### src/rtl/usb_intr_pkg.sv
package usb_intr_pkg;

  localparam int REG_W      = 16;
  localparam int VBUS_BIT   = 15;
  localparam int ID_BIT     = 14;
  localparam int SOF_BIT    = 9;
  localparam int BUSRST_BIT = 8;

  // strobes from the control side into the status datapath
  typedef struct packed {
    logic [REG_W-1:0] setMask;
    logic [REG_W-1:0] clrMask;
  } flagStrobe_t;

  // which status bits physically exist for a given instance flavour
  function automatic logic [REG_W-1:0] implMask(input bit isPrimary,
                                                input int epBase,
                                                input int numEp);
    logic [REG_W-1:0] m;
    m = '0;
    m[SOF_BIT]    = 1'b1;
    m[BUSRST_BIT] = 1'b1;
    for (int i = 0; i < numEp; i++) m[epBase+i] = 1'b1;
    if (isPrimary) begin
      m[VBUS_BIT] = 1'b1;
      m[ID_BIT]   = 1'b1;
    end
    return m;
  endfunction

endpackage

### src/rtl/usb_intr_edge.sv
module usb_intr_edge #(
  parameter int SYNC_STAGES = 2
) (
  input  logic clk,
  input  logic rstN,
  input  logic armed,
  input  logic asyncIn,
  output logic edgeSeen
);

  logic [SYNC_STAGES-1:0] syncQ;
  logic                   hist;

  // synchronizer chain plus one history flop; history always tracks,
  // so a transition that was not reported is never reported later
  always_ff @(posedge clk or negedge rstN) begin
    if (!rstN) begin
      syncQ <= '0;
      hist  <= 1'b0;
    end else begin
      syncQ <= {syncQ[SYNC_STAGES-2:0], asyncIn};
      hist  <= syncQ[SYNC_STAGES-1];
    end
  end

  assign edgeSeen = armed && (hist != syncQ[SYNC_STAGES-1]);

endmodule

### src/rtl/usb_intr_ctrl.sv
module usb_intr_ctrl
  import usb_intr_pkg::*;
#(
  parameter bit IS_PRIMARY  = 1'b1,
  parameter int NUM_EP      = 5,
  parameter int EP_BASE     = 3,
  parameter int SYNC_STAGES = 2
) (
  input  logic              clk,
  input  logic              rstN,
  input  logic              vbusValid,
  input  logic              otgId,
  input  logic              sofPulse,
  input  logic              busResetPulse,
  input  logic [NUM_EP-1:0] epAck,
  input  logic [NUM_EP-1:0] epStall,
  input  logic [NUM_EP-1:0] epTimeout,
  input  logic [NUM_EP-1:0] epInErr,
  input  logic [NUM_EP-1:0] epOutErr,
  input  logic [NUM_EP-1:0] epNak,
  input  logic [NUM_EP-1:0] epNakIntEn,
  input  logic [REG_W-1:0]  irqEn,
  input  logic              wrEn,
  input  logic [REG_W-1:0]  wrData,
  output flagStrobe_t       strobe
);

  localparam logic [REG_W-1:0] IMPL_MASK = implMask(IS_PRIMARY, EP_BASE, NUM_EP);
  localparam int ARM_CYC = SYNC_STAGES + 1;
  localparam int ARM_W   = $clog2(ARM_CYC + 1);

  logic [ARM_W-1:0]  armCnt;
  logic              armed;
  logic              vbusEdge;
  logic              idEdge;
  logic [NUM_EP-1:0] epHit;

  // hold the edge detectors quiet until their history is a real sample
  assign armed = (armCnt == ARM_W'(ARM_CYC));

  always_ff @(posedge clk or negedge rstN) begin
    if (!rstN)       armCnt <= '0;
    else if (!armed) armCnt <= armCnt + 1'b1;
  end

  generate
    if (IS_PRIMARY) begin : g_otg
      usb_intr_edge #(.SYNC_STAGES(SYNC_STAGES)) u_vbusEdge (
        .clk(clk), .rstN(rstN), .armed(armed),
        .asyncIn(vbusValid), .edgeSeen(vbusEdge));
      usb_intr_edge #(.SYNC_STAGES(SYNC_STAGES)) u_idEdge (
        .clk(clk), .rstN(rstN), .armed(armed),
        .asyncIn(otgId), .edgeSeen(idEdge));
    end else begin : g_noOtg
      logic unusedOtg;
      assign unusedOtg = vbusValid ^ otgId ^ armed;
      assign vbusEdge  = 1'b0;
      assign idEdge    = 1'b0;
    end
  endgenerate

  // each endpoint aggregates its outcomes; NAK only under its own enable
  generate
    for (genvar e = 0; e < NUM_EP; e++) begin : g_ep
      assign epHit[e] = epAck[e] | epStall[e] | epTimeout[e] |
                        epInErr[e] | epOutErr[e] |
                        (epNak[e] & epNakIntEn[e]);


      nak_gate_chk: assert property (@(posedge clk) disable iff (!rstN)
        (epNak[e] && !epNakIntEn[e] && !epAck[e] && !epStall[e] &&
         !epTimeout[e] && !epInErr[e] && !epOutErr[e])
        |-> !strobe.setMask[EP_BASE+e]);
    end
  endgenerate

  always_comb begin
    logic [REG_W-1:0] raw;
    raw = '0;
    raw[VBUS_BIT]   = vbusEdge;
    raw[ID_BIT]     = idEdge;
    raw[SOF_BIT]    = sofPulse;
    raw[BUSRST_BIT] = busResetPulse;
    for (int e = 0; e < NUM_EP; e++) raw[EP_BASE+e] = epHit[e];
    strobe.setMask = raw & irqEn & IMPL_MASK;
    strobe.clrMask = wrEn ? (wrData & IMPL_MASK) : '0;
  end


  en_gate_chk: assert property (@(posedge clk) disable iff (!rstN)
    (strobe.setMask & ~irqEn) == '0);

endmodule

### src/rtl/usb_intr_dpath.sv
module usb_intr_dpath
  import usb_intr_pkg::*;
#(
  parameter logic [REG_W-1:0] IMPL_MASK = '1
) (
  input  logic             clk,
  input  logic             rstN,
  input  flagStrobe_t      strobe,
  output logic [REG_W-1:0] statusRd,
  output logic             irqOut
);

  logic [REG_W-1:0] status;

  // sticky flags: clear first, then set, so a coincident event survives
  always_ff @(posedge clk or negedge rstN) begin
    if (!rstN) status <= '0;
    else       status <= (status & ~strobe.clrMask) | strobe.setMask;
  end

  assign statusRd = status;
  assign irqOut   = |status;


  unused_zero_chk: assert property (@(posedge clk) disable iff (!rstN)
    (status & ~IMPL_MASK) == '0);


  set_wins_chk: assert property (@(posedge clk) disable iff (!rstN)
    1'b1 |=> ((status & $past(strobe.setMask)) == $past(strobe.setMask)));


  clear_chk: assert property (@(posedge clk) disable iff (!rstN)
    1'b1 |=> ((status & $past(strobe.clrMask & ~strobe.setMask)) == '0));


  hold_chk: assert property (@(posedge clk) disable iff (!rstN)
    1'b1 |=> (((status ^ $past(status)) &
               ~$past(strobe.setMask | strobe.clrMask)) == '0));

endmodule

### src/rtl/usb_intr_status.sv
module usb_intr_status
  import usb_intr_pkg::*;
#(
  parameter bit IS_PRIMARY  = 1'b1,
  parameter int NUM_EP      = 5,
  parameter int EP_BASE     = 3,
  parameter int SYNC_STAGES = 2
) (
  input  logic              clk,
  input  logic              rstN,
  input  logic              vbusValid,
  input  logic              otgId,
  input  logic              sofPulse,
  input  logic              busResetPulse,
  input  logic [NUM_EP-1:0] epAck,
  input  logic [NUM_EP-1:0] epStall,
  input  logic [NUM_EP-1:0] epTimeout,
  input  logic [NUM_EP-1:0] epInErr,
  input  logic [NUM_EP-1:0] epOutErr,
  input  logic [NUM_EP-1:0] epNak,
  input  logic [NUM_EP-1:0] epNakIntEn,
  input  logic [15:0]       irqEn,
  input  logic              wrEn,
  input  logic [15:0]       wrData,
  output logic [15:0]       statusRd,
  output logic              irqOut
);

  localparam logic [REG_W-1:0] IMPL_MASK = implMask(IS_PRIMARY, EP_BASE, NUM_EP);

  flagStrobe_t strobe;

  usb_intr_ctrl #(
    .IS_PRIMARY(IS_PRIMARY), .NUM_EP(NUM_EP),
    .EP_BASE(EP_BASE), .SYNC_STAGES(SYNC_STAGES)
  ) u_ctrl (
    .clk(clk), .rstN(rstN),
    .vbusValid(vbusValid), .otgId(otgId),
    .sofPulse(sofPulse), .busResetPulse(busResetPulse),
    .epAck(epAck), .epStall(epStall), .epTimeout(epTimeout),
    .epInErr(epInErr), .epOutErr(epOutErr),
    .epNak(epNak), .epNakIntEn(epNakIntEn),
    .irqEn(irqEn), .wrEn(wrEn), .wrData(wrData),
    .strobe(strobe)
  );

  usb_intr_dpath #(.IMPL_MASK(IMPL_MASK)) u_dpath (
    .clk(clk), .rstN(rstN), .strobe(strobe),
    .statusRd(statusRd), .irqOut(irqOut)
  );

endmodule

### config.mk
export PLATFORM = sky130hd
export DESIGN_NAME = usb_intr_status
export DESIGN_NICKNAME = d
export VERILOG_FILES = /design/src/rtl/usb_intr_pkg.sv /design/src/rtl/usb_intr_edge.sv /design/src/rtl/usb_intr_ctrl.sv /design/src/rtl/usb_intr_dpath.sv /design/src/rtl/usb_intr_status.sv
export SDC_FILE = /design/constraint.sdc
export NUM_CORES = 1
export LEC_CHECK = 0
export BUFFER_PORTS_ARGS = -buffer_cell sky130_fd_sc_hd__buf_4
export CELL_PAD_IN_SITES_DETAIL_PLACEMENT = 1
export CELL_PAD_IN_SITES_GLOBAL_PLACEMENT = 2
export CORE_UTILIZATION = 16
export DETAILED_ROUTE_END_ITERATION = 8
export HOLD_SLACK_MARGIN = 0.15
export PLACE_DENSITY_LB_ADDON = 0.1
export SKIP_LAST_GASP = 1
export SLEW_MARGIN = 20
export SYNTH_ARGS = -nofsm -noshare
export SYNTH_HDL_FRONTEND = slang
export SYNTH_SLANG_ARGS = --single-unit
### constraint.sdc
create_clock -name clk -period 1.6 [get_ports clk]
set_clock_uncertainty 0.2 [all_clocks]
set_input_delay 0.16 -clock clk [delete_from_list [all_inputs] [get_ports clk]]
set_output_delay 0.16 -clock clk [all_outputs]
set_load 0.1 [all_outputs]
==> impl_metrics.ini <==
[status]
status = complete, but fails checks
violations = negative setup slack

[timing]
period_share = 1.03
period_minus_slack_ns = 1.65
final_max_slew_viol_count = 0
hold_viol_final = 0
setup_viol = 1
fmax_mhz = 607
rsz0062_at_grt = true
setup_tns_ns = -0.0467
fin_ws_ns = -0.0467

[setup_path]
cp_slowest_cell = dfrtp_2
crit_required_ns = 1.24
crit_fanout = 2
rrSetupSlack_ns = 0.29
worst-path-buf-inv = 1
critPathCapture = irqOut
critPathTopFamily = flip-flops
ff2ff_path_depth = 2
r2r_start = u_ctrl.armCnt[0]
rr_endpoint = u_ctrl.armCnt[1]
critPathLaunchType = flop
crit_chain = nor4_4, nand3_4, buf_12
cp.depth = 3
cp_slowest_stage_delay_ns = 0.43
crit_path_end_kind = primary output
crit_path_start = u_dpath.statusRd[3]
arrival_ns = 1.29
critical_path_class = flop to primary output

[layout]
fill_cells = 528
multi_input_area_sq_um = 350
antenna_cells = 0
drive_gt1_frac = 0.458
nNetsFinal = 277
final_cell_count_no_fill = 255
regArea_sq_um = 439
area_growth_pct = 163

[logic_synthesis]
ys_ff_latch = 17
ys_warn_count = 0
syn_area_per_cell_sq_um = 11.4
synth_cells = 68
synth_cell_type_count = 17
yosysSeqAreaShare = 0.547
syn-cell-area_sq_um = 778

[route]
drt_first_pass_iters = 4
first_iter_violations = 27
routed.top_layer = met4
vias_per_cell = 4.06
drc = 0
routed-wl-met2_um = 1970
wl_met3_um = 165
drt-total-wl_um = 3410
drtAntennaViolNets = 0
routedWlPerCell_um = 13.4
vias = 1035
met1_length_um = 1230

[clock_network]
cts_tree = yes
max-clock-path-buffers = 2
cts_buffers = 3
clkSlewWorstSetupHoldPaths_ns = 0.07
cts_root_buf = clkbuf_8
cts.htree.levels = 1
cts.sinks = 17
clk_latency_ns = 0.25

[floorplanning]
fp.dieH_um = 71.7
die-area_sq_um = 5150
io-pin-count = 91
rows = 25
die_w_um = 71.7
coreArea_sq_um = 4690
initial_utilization = 0.166

[global_routing]
grt.total_usage = 0.140
grt_max_degree = 18
antenna_found_initial = 0
gr-total-overflow = 0
grt_pass1_vias = 1206
grt_pass1_wl_um = 5490

[power]
p_per_area_nw_per_um2 = 683
p_clk_frac = 0.232
pwr-share-comb = 0.415
p_sw_mw = 0.511
p_leak_nw = 0.916
p_total_mw = 1.40
p_seq_frac = 0.353
intPower_mw = 0.888
max-vdd-ir-drop_mv = 0.549
swShare = 0.365

[placed_design]
place_hpwl_um = 2070
io_buffers = 69
place_congestion = 0.655
dp.cells = 189

[run]
drv_cap = 0

[min_path]
holdCritPathClass = flop to flop
-- layer usage --
layer,track usage,up-vias
met3,0.0352,4
met4,0.0349,0
met1,0.141,490
met5,0,-
met2,0.282,43
li1,-,498
-- registers in the layout, summed over array words and instances (netlist names) --
| register | count |
|---|---|
| u_ctrl.g_otg.u_vbusEdge.hist | 1 |
| u_dpath.statusRd | 9 |
| u_ctrl.g_otg.u_idEdge.syncQ | 2 |
| u_ctrl.armCnt | 2 |
| u_ctrl.g_otg.u_vbusEdge.syncQ | 2 |
| u_ctrl.g_otg.u_idEdge.hist | 1 |
-- cell families (layout without fill, tap and decap cells) --
logic type,Yosys count,count (layout),share of synthesized area
xor gates and xnor gates,3,3,0.0338
muxes,1,1,0.0145
adders and majority gates,1,1,0.0161
and+or+nand+nor,23,23,0.174
buffers and inverters,8,135,0.0739
other,1,7,0.00482
AOI/OAI and AO/OA,14,14,0.137
DFF,17,17,0.547
-- metrics by stage --
| stage | worst slack, ns | area [sq um] | hold WS (ns) | util |
|---|---|---|---|---|
| 6_report | -0.0467 | 2050 | 0.153 | 0.437 |
| 5_1_grt | -0.0930 | 2050 | 0.160 | 0.437 |
| 4_1_cts | -0.0682 | 2050 | 0.156 | 0.437 |
| 3_5_place_dp | 0.0988 | 1380 | -0.156 | 0.293 |
| 3_3_place_gp | 0.107 | 1380 | -0.164 | 0.293 |
| 2_1_floorplan | -0.0436 | 847 | -0.336 | - |
-- synthesized netlist by cell type --
master / instances / area [sq um]
a21oi_1: 5 / 25.0
a22o_1: 7 / 61.3
a32o_1: 2 / 20.0
buf_2: 1 / 5.00
buf_4: 7 / 52.6
conb_1: 1 / 3.75
dfrtp_1: 17 / 425
ha_1: 1 / 12.5
mux2_2: 1 / 11.3
nand2_1: 14 / 52.6
nand3_1: 1 / 5.00
nor2_1: 1 / 3.75
nor3_1: 1 / 5.00
nor4_1: 1 / 6.26
nor4_2: 5 / 62.6
xnor2_1: 1 / 8.76
xor2_1: 2 / 17.5
-- power groups by stage --
stage,Clock (mW),Combinational (mW),Sequential (mW)
6_report,0.325,0.580,0.494
5_1_grt,0.365,0.607,0.498
4_1_cts,0.341,0.580,0.494
3_5_place_dp,0,0.454,0.504
3_3_place_gp,0,0.451,0.502
2_1_floorplan,0,0.128,0.663
-- layout by cell type, fill, tap and decap left out --
| cell | instances |
|---|---|
| buf_4 | 70 |
| dlygate4sd3_1 | 60 |
| nand2_1 | 14 |
| dfrtp_1 | 8 |
| dfrtp_2 | 8 |
| a22o_1 | 7 |
| conb_1 | 7 |
| nor4_2 | 5 |
| a21oi_1 | 5 |
| clkbuf_8 | 3 |
| xor2_1 | 2 |
| a32o_1 | 2 |
| nor2_1 | 1 |
| nor4_4 | 1 |
| nor3_2 | 1 |
| nand3_4 | 1 |
| xnor2_1 | 1 |
| mux2_2 | 1 |
| ha_1 | 1 |
| clkbuf_1 | 1 |
| buf_12 | 1 |
| dfrtp_4 | 1 |
-- layout make-up --
cell class / instances / area share
flip-flops and latches: 17 / 0.214
clock buffers: 4 / 0.0220
multi-input cells: 49 / 0.171
well taps: 54 / 0.0330
repair buffers: 131 / 0.560
-- worst min-delay path by stage --
stage	startpoint	end	slack (ns)	depth (start not counted)
after global routing	u_ctrl.g_otg.u_vbusEdge.syncQ[0]	u_ctrl.g_otg.u_vbusEdge.syncQ[1]	0.16	0
after CTS	u_ctrl.g_otg.u_vbusEdge.syncQ[0]	u_ctrl.g_otg.u_vbusEdge.syncQ[1]	0.16	0
after global placement	rstN	u_ctrl.g_otg.u_idEdge.syncQ[0]	-0.16	1
after detailed placement	rstN	u_ctrl.g_otg.u_idEdge.syncQ[0]	-0.16	1
final	u_ctrl.g_otg.u_vbusEdge.syncQ[0]	u_ctrl.g_otg.u_vbusEdge.syncQ[1]	0.15	0
after floorplan	rstN	u_ctrl.armCnt[0]	-0.34	0
-- what timing repair did --
item | 4_1_cts | 5_1_grt
pin swaps | 1 | 0
hold endpoints to repair | 28 | 0
endpoints found under the setup margin | 1 | 1
setup buffers | 2 | 0
hold buffers | 60 | 0
gates resized for setup | 3 | 0
No activity file was read; power rests on OpenSTA's default activity.
